--- src/rtl/vfn_pkg.sv ---
package vfn_pkg;
  localparam int CODE_BITS = 6;
  localparam int ROW_BITS  = 3;

  typedef struct packed {
    logic [CODE_BITS-1:0] code;
    logic                 inv;
    logic                 exec;  // bit 6: byte must run, no forcing
  } char_cap_t;
endpackage

--- src/rtl/vfn_clk_taps.sv ---
module vfn_clk_taps #(
  parameter int STROBE_TAP = 1
) (
  input  logic clk,
  input  logic rst_n,
  input  logic cpu_clk,
  output logic rise,
  output logic fall
);
  localparam int SR_LEN = STROBE_TAP + 2;

  logic [SR_LEN-1:0] hist;

  always_ff @(posedge clk or negedge rst_n) begin
    if (!rst_n) hist <= '0;
    else        hist <= {hist[SR_LEN-2:0], cpu_clk};
  end

  // transitions taken between two adjacent taps
  assign rise = hist[STROBE_TAP] & ~hist[STROBE_TAP+1];
  assign fall = ~hist[STROBE_TAP] & hist[STROBE_TAP+1];
endmodule

--- src/rtl/vfn_row_ctr.sv ---
module vfn_row_ctr
  import vfn_pkg::*;
(
  input  logic                clk,
  input  logic                rst_n,
  input  logic                hsync,
  input  logic                vsync,
  output logic [ROW_BITS-1:0] row
);
  logic hs_q;
  logic hs_edge;

  assign hs_edge = hsync & ~hs_q;

  always_ff @(posedge clk or negedge rst_n) begin
    if (!rst_n) begin
      hs_q <= 1'b0;
      row  <= '0;
    end else begin
      hs_q <= hsync;
      if (vsync)        row <= '0;
      else if (hs_edge) row <= row + 1'b1;
    end
  end

  assert_frame_clear_R10: assert property (@(posedge clk) disable iff (!rst_n)
    vsync |=> (row == '0));

  assert_row_step_R9: assert property (@(posedge clk) disable iff (!rst_n)
    (hs_edge && !vsync) |=> (row == ROW_BITS'($past(row) + 1'b1)));
endmodule

--- src/rtl/vfn_fetch_ctrl.sv ---
module vfn_fetch_ctrl
  import vfn_pkg::*;
(
  input  logic      clk,
  input  logic      rst_n,
  input  logic      rise,
  input  logic      fall,
  input  logic      m1_n,
  input  logic      mreq_n,
  input  logic      rfsh_n,
  input  logic      video_sel,
  input  logic [7:0] data_in,
  output char_cap_t cap,
  output logic      nop_force,
  output logic      refresh_en,
  output logic      pat_load
);
  logic cap_done;
  logic is_video;
  logic pend;
  logic rfsh_q;
  logic rfsh_end;

  assign rfsh_end   = pend & rfsh_n & ~rfsh_q;
  assign refresh_en = pend & ~rfsh_n & ~mreq_n;

  always_ff @(posedge clk or negedge rst_n) begin
    if (!rst_n) begin
      cap       <= '0;
      cap_done  <= 1'b0;
      is_video  <= 1'b0;
      nop_force <= 1'b0;
      pend      <= 1'b0;
      rfsh_q    <= 1'b1;
      pat_load  <= 1'b0;
    end else begin
      rfsh_q   <= rfsh_n;
      pat_load <= rfsh_end;
      if (rfsh_end) pend <= 1'b0;
      if (m1_n) begin
        cap_done  <= 1'b0;
        nop_force <= 1'b0;
      end else begin
        // T2 rising: capture all kept bits together
        if (rise && !cap_done && !mreq_n) begin
          cap_done <= 1'b1;
          is_video <= video_sel;
          if (video_sel) cap <= '{code: data_in[5:0], inv: data_in[7], exec: data_in[6]};
        end
        // T2 falling: decision uses the bit 6 just captured
        if (fall && cap_done && is_video && !cap.exec) begin
          nop_force <= 1'b1;
          pend      <= 1'b1;
        end
      end
    end
  end

  assert_force_in_fetch_R3: assert property (@(posedge clk) disable iff (!rst_n)
    nop_force |-> $past(!m1_n));

  assert_exec_not_forced_R4: assert property (@(posedge clk) disable iff (!rst_n)
    nop_force |-> !cap.exec);

  assert_capture_in_fetch_R6: assert property (@(posedge clk) disable iff (!rst_n)
    !$stable(cap) |-> $past(!m1_n));

  assert_refresh_released_R7: assert property (@(posedge clk) disable iff (!rst_n)
    refresh_en |-> !nop_force);

  assert_single_load_R8: assert property (@(posedge clk) disable iff (!rst_n)
    pat_load |=> !pat_load);
endmodule

--- src/rtl/vidfetch_nop.sv ---
module vidfetch_nop
  import vfn_pkg::*;
#(
  parameter int ADDR_W     = 16,
  parameter int STROBE_TAP = 1
) (
  input  logic                 clk,
  input  logic                 rst_n,
  input  logic                 cpu_clk,
  input  logic                 m1_n,
  input  logic                 mreq_n,
  input  logic                 rfsh_n,
  input  logic [ADDR_W-1:0]    addr,
  input  logic [7:0]           data_in,
  input  logic                 hsync,
  input  logic                 vsync,
  output logic                 nop_force,
  output logic [CODE_BITS-1:0] char_code,
  output logic                 invert,
  output logic [ADDR_W-1:0]    pat_addr,
  output logic                 pat_addr_en,
  output logic                 pat_load,
  output logic [ROW_BITS-1:0]  line_row
);
  localparam int HI_W  = ADDR_W - CODE_BITS - ROW_BITS;
  localparam int LOW_W = ADDR_W - HI_W;

  logic      rise, fall;
  char_cap_t cap;
  logic      unused_addr;

  assign unused_addr = ^addr[LOW_W-1:0];

  vfn_clk_taps #(.STROBE_TAP(STROBE_TAP)) u_taps (
    .clk(clk), .rst_n(rst_n), .cpu_clk(cpu_clk), .rise(rise), .fall(fall)
  );

  vfn_fetch_ctrl u_fetch (
    .clk(clk), .rst_n(rst_n), .rise(rise), .fall(fall),
    .m1_n(m1_n), .mreq_n(mreq_n), .rfsh_n(rfsh_n),
    .video_sel(addr[ADDR_W-1]), .data_in(data_in),
    .cap(cap), .nop_force(nop_force), .refresh_en(pat_addr_en), .pat_load(pat_load)
  );

  vfn_row_ctr u_row (
    .clk(clk), .rst_n(rst_n), .hsync(hsync), .vsync(vsync), .row(line_row)
  );

  assign char_code = cap.code;
  assign invert    = cap.inv;
  assign pat_addr  = {addr[ADDR_W-1 -: HI_W], cap.code, line_row};
endmodule

--- config.mk ---
export PLATFORM = sky130hd
export DESIGN_NAME = vidfetch_nop
export DESIGN_NICKNAME = d
export VERILOG_FILES = /design/src/rtl/vfn_pkg.sv /design/src/rtl/vfn_clk_taps.sv /design/src/rtl/vfn_row_ctr.sv /design/src/rtl/vfn_fetch_ctrl.sv /design/src/rtl/vidfetch_nop.sv
export SDC_FILE = /design/constraint.sdc
export NUM_CORES = 1
export LEC_CHECK = 0
export ABC_AREA = 1
export ABC_CLOCK_PERIOD_IN_PS = 1100
export BUFFER_PORTS_ARGS = -buffer_cell sky130_fd_sc_hd__buf_4
export CAP_MARGIN = 20
export CORE_MARGIN = 3
export CORE_UTILIZATION = 42
export DETAILED_ROUTE_END_ITERATION = 10
export PLACE_DENSITY = 0.78
export SLEW_MARGIN = 20
export SYNTH_ARGS = -nofsm -noshare
export SYNTH_HDL_FRONTEND = slang
export SYNTH_SLANG_ARGS = --single-unit
--- constraint.sdc ---
create_clock -name clk -period 1.1 [get_ports clk]
set_input_delay 0.22 -clock clk [delete_from_list [all_inputs] [get_ports clk]]
set_output_delay 0.22 -clock clk [all_outputs]
set_load 0.02 [all_outputs]
# ---- Word level (Yosys, flattened, before mapping)
# Cells that the tools add are included.
dict set report totals {
  register_bits 21
  in_bits 32
  out_inout_bits 29
  wordCells 49
}
dict set report classes {
  add_sub_neg 1
  mux 9
  bitwise 14
  reduce_logical 13
}
# cell n
set ops {}
lappend ops {{$and A1 B1 Y1} 7}
lappend ops {{$mux W1} 7}
lappend ops {{$not A1 Y1} 7}
lappend ops {{$mux W3} 2}
lappend ops {{$reduce_bool A2 Y1} 3}
lappend ops {{$logic_and A1 B1 Y1} 5}
lappend ops {{$add A3 B1 Y3 const B} 1}
lappend ops {{$logic_not A1 Y1} 3}
lappend ops {{$reduce_and A3 Y1} 1}
lappend ops {{$reduce_and A2 Y1} 1}

# ---- Longest topological paths before layout
dict set report logic_depth {
  word_depth 7
  mapped_depth 6
  ltp_nobuf 6
}

# ---- By module
# From an unflattened synthesis, not the netlist that was laid out.
dict set report unflattened {
  cells_unflattened 105
  hier_area_um2 982.2
}
# mod n_inst cells_per_inst area_per_inst_um2 seq_area_each_um2
set modules_own_cells {}
lappend modules_own_cells {vfn_fetch_ctrl 1 58 576.8 351.6}
lappend modules_own_cells {vfn_row_ctr 1 24 195.2 100.1}
lappend modules_own_cells {vidfetch_nop 1 16 120.1 0.0}
lappend modules_own_cells {vfn_clk_taps 1 7 90.1 75.1}

# ---- Worst setup path after synthesis
# No wires, ideal clock.
dict set report synth_path {
  kind {register -> register}
  startpoint {register u_row.row[0]}
  endpoint {register u_row.row[2]}
  setup_time_ps 117
  arrival_time_ps 966
  required_time_ps 983
  path_slack_ps 17
  stages_incl_launch_ff 5
  path_buffers 0
  period_less_slack_ps 1083
  cell_sequence {dfrtp_1 ha_1 xor2_1 nand3_1 nand2_1}
}
dict set report synth_via {
  elab_chain_len 3
}
# element line
set synth_lines {}
lappend synth_lines {{from (decl)} vfn_row_ctr.sv:8} ;# output logic [ROW_BITS-1:0] row
lappend synth_lines {{from (signal assigned)} vfn_row_ctr.sv:22} ;# else if (hs_edge) row <= row + 1'b1;
lappend synth_lines {{$add A3 B1 Y3} vfn_row_ctr.sv:22}
lappend synth_lines {{$mux W3} vfn_row_ctr.sv:22}
lappend synth_lines {{$mux W3} vfn_row_ctr.sv:21} ;# if (vsync) row <= '0;
# Every way passes these cells. The select of a mux whose other input is x is not followed.
# A chain may end at the register's enable or synchronous reset.

# ---- Worst setup path after layout
dict set report layout_path {
  startpoint {register u_fetch.pend}
  endpoint {output port pat_addr_en}
}
dict set report layout_via {
  elab_chain_len 2
}
# element line
set layout_lines {}
lappend layout_lines {{from (decl)} vfn_fetch_ctrl.sv:20} ;# logic pend;
lappend layout_lines {{from (signal assigned)} vfn_fetch_ctrl.sv:33} ;# pend <= 1'b0;
lappend layout_lines {{from (signal assigned)} vfn_fetch_ctrl.sv:39} ;# if (rfsh_end) pend <= 1'b0;
lappend layout_lines {{from (signal assigned)} vfn_fetch_ctrl.sv:53} ;# pend <= 1'b1;
lappend layout_lines {{$and A1 B1 Y1 (2 in a row)} vfn_fetch_ctrl.sv:25} ;# assign refresh_en = pend & ~rfsh_n & ~mreq_n;
lappend layout_lines {{to (decl)} vidfetch_nop.sv:21} ;# output logic pat_addr_en,
# Every way passes these cells.

==> summary.md <==
| Metric | Value |
|---|---|
| Status | finished with violations |
| Crit path max fanout | 2 |
| Die height | 55.2 um |
| Core Footprint | about 2300 um^2 |
| Hold path depth | 1 |
| Setup Skew | 0.00738 ns |
| Clk pin slew, worst setup/hold paths | approximately 0.11 ns |
| DP Wirelength | about 1.4 mm |
| Post-synth top area cell | dfrtp_1 |
| Total power | 0.00206 W |
| CTS Sinks | 21 |
| Critical path buffers and inverters | 2 |
| Yosys reg bits | 21 |
| CTS tree | yes |
| Period utilization | 108% |
| Sw Share | 32.7% |
| H-tree levels | 1 |
| Count of final setup violators | 6 |
| Combinational power share | 35.3% |
| Synthesized area per cell | slightly below 10 um^2 |
| CTS buffer count | 3 |
| Pre-antenna DRT Iters | 4 |
| Crit path kind | register to output port |
| Sequential share of the synthesized area | 51.8% |
| Flop pwr share | 47.3% |
| Synthesized Nets | 137 |
| IO buf count | 39 |
| Crit-path leading delay family | flip-flops |
| Minimum clock period | 1.19 ns |
| CTS root buffer | clkbuf_4 |
| DRC viols | 0 |
| CP max-delay cell | dfrtp_1 |
| Crit. End Element | output port |
| Clock power frac | 17.5% |
| Max-Cap Viols | 0 |
| Vias post-DR | roughly 790 |
| Hold EP | u_taps.hist[0]$_DFF_PN0_ |
| WP data arrival | 0.97 ns |
| Rel. slew slack | 82.6% |
| Layout cells sized above 1 | 49.3% |
| NetSw | 0.000675 W |
| Hold Fails Final Rpt | 0 |
| Failing checks | setup timing |
| Non-Filler Instances | 164 |
| Synth Cell Area | 1020 um^2 |
| PnR worst setup slack | -0.0879 ns |
| P_int | 0.00139 W |
| Via/cell ratio | 4.84 |
| Placed inst area | approximately 1200 um^2 |
| Reg2reg end | u_row.row[2]$_DFFE_PN0P_ |
| Final Max Slew Viols | 0 |
| Total GRT Usage | 13.6% |
| Max Freq | 842 MHz |
| Placed Cells | 150 |
| Initial core utilization | 45.1% |
| Maximum vdd ir drop | between 1000 and 1500 uV |
| Initial antenna violation count | 0 |
| Worst-Margin Slew | 0.261 ns |
| Congestion Overflow GR | 0 |
| Die width | 55.2 um |
| R2R depth | 5 |
| Distinct cells, synth | 19 |
| Total routed wirelength | approximately 2.1 mm |
| Top Ports | 61 |
| Hold Crit Class | input port to register |
| CP cell instances | inv_2 -> nor3_2 -> buf_4 |
| Row cnt | 17 |
| Syn Inst Count | 104 |
| Vias in the first global route | 772 |
| Final ANT Viol Nets | 0 |
| Die area | 3050 um^2 |
| Slowest cell delay on critical path | 0.38 ns |
| Global-route wire length before repair | 3.32 mm |
| Pwr per Cell Area | about 1500 nW/um^2 |
| Largest net degree at the start of global routing | 22 |
| Antenna fix cells | 0 |
| Reg2reg start | u_row.row[1]$_DFFE_PN0P_ |
| RSZ-0062 raised after global routing | true |
| Reg2reg setup slack | 0.01 ns |
| Critical Path RT | 0.88 ns |
| RePlAce Congestion | 0.726 |
| Critical Path Start Type | register |
| Warnings, synthesis | 0 |
| WL/cell | 12.9 um |
| Top cells by area, synth | dfrtp_1, buf_4, nand2_1 |
| Area share of the largest cell type after synthesis | 49.2% |
| Fin area | 1410 um^2 |
| Worst-case clock buffer depth | 2 |
| Leak pwr | 0.732 nW |
| NumNets Final | 170 |
| Layout area overhead | 38.9% |
| Drt initial violations | 18 |
| Worst skew pair latency | 0.30 ns |
| Min-delay src | cpu_clk |
==> how the worst max path moves through the flow <==
stage	slack, ns	start	cells after the start	end
2_1_floorplan	0.02	u_row.row[0]$_DFFE_PN0P_	4	u_row.row[2]$_DFFE_PN0P_
3_3_place_gp	0.1	u_taps.hist[2]$_DFF_PN0_	4	u_fetch.cap[2]$_DFFE_PN0P_
3_5_place_dp	0.08	u_row.row[0]$_DFFE_PN0P_	4	u_row.row[2]$_DFFE_PN0P_
4_1_cts	-0.10	u_fetch.pend$_DFF_PN0_	3	pat_addr_en
5_1_grt	-0.17	u_fetch.pend$_DFF_PN0_	3	pat_addr_en
6_report	-0.09	u_fetch.pend$_DFF_PN0_	3	pat_addr_en
==> routing by layer <==
metal	wire length, um	track usage, %
met5	0	0
met4	39	6.25
met3	146	3.74
met2	1120	23.3
met1	811	15.6
==> cells by family after synthesis <==
kind of cell               after synthesis  share of synthesized area, %
adders and majority gates                1                          1.23
buffers and inverters                   30                          19.3
DFF                                     21                          51.8
xor gates and xnor gates                 2                          1.72
and+or+nand+nor                         46                          24.0
AOI/OAI and AO/OA                        4                          1.97
==> cells in the final DEF, fill, tap and decap left out <==
cell	instances
nor2_4	1
nor3_2	1
nand2_1	25
nor2_1	4
clkbuf_4	3
nand4_4	1
xor2_1	2
buf_4	27
inv_1	5
buf_6	22
nor2_8	1
a21oi_2	1
dfrtp_2	2
inv_2	2
clkinv_2	1
nand3_4	1
o21ai_0	3
nor2_2	2
nand4_1	9
dlygate4sd3_1	1
dfrtp_1	18
nand3_1	2
dfstp_2	1
ha_4	1
==> sequential cells by signal, summed over array words and instances, names as in the netlist <==
register,flops
u_fetch.cap,8
u_fetch.cap_done,1
u_fetch.is_video,1
u_fetch.nop_force,1
u_fetch.pat_load,1
u_fetch.pend,1
u_fetch.rfsh_q,1
u_row.hs_q,1
u_row.row,3
u_taps.hist,3
==> power by group through the flow <==
stage / clock (W) / combinational, W / sequential, W
6_report: 0.000360 / 0.000728 / 0.000975
3_5_place_dp: 0 / 0.000585 / 0.000967
2_1_floorplan: 0 / 0.000455 / 0.000973
5_1_grt: 0.000415 / 0.000777 / 0.000992
4_1_cts: 0.000382 / 0.000684 / 0.000973
3_3_place_gp: 0 / 0.000576 / 0.000959
==> through the flow <==
stage	setup slack [ns]	TNS [ns]	utilization, %	hold WS, ns
2_1_floorplan	0.0170	0	-	-0.0756
3_3_place_gp	0.0992	0	52.8	0.113
3_5_place_dp	0.0775	0	52.8	0.114
4_1_cts	-0.102	-0.422	59.0	0.0161
5_1_grt	-0.173	-1.19	62.7	0.00130
6_report	-0.0879	-0.200	62.7	0.0265
==> cell type report <==
| type | instances | area (um^2) |
|---|---|---|
| Tap cell | 28 | 35.0 |
| Fill cell | 195 | 842 |
| Sequential cell | 21 | 529 |
| Clock buffer | 3 | 22.5 |
| Timing Repair Buffer | 50 | 460 |
| Inverter | 7 | 26.3 |
| Clock inverter | 1 | 5.00 |
| Multi-Input combinational cell | 54 | 334 |
==> synth_stat cells, drive strengths merged <==
cell type   n
nand2      25
buf        22
dfrtp      20
nand4      10
inv         7
nor2        7
nand3       3
o21ai       3
xor2        2
a21oi       1
clkbuf      1
dfstp       1
ha          1
nor3        1
==> worst reg2reg max path, cell delays in order, from the launching register on <==
cell     delay [ns]
dfrtp_1        0.45
buf_6          0.15
ha_4           0.15
xor2_1         0.13
nand3_1        0.07
nand2_1        0.05
==> what timing repair did <==
action                                 4_1_cts  5_1_grt
pin swaps                                    1        5
hold buffers                                 1        0
gates resized for setup                     21        9
buffers inserted                             4        4
gates cloned                                 0        1
endpoints found under the hold margin       20        0
setup endpoints to repair                   19       27
No activity file was read; power rests on OpenSTA's default activity.
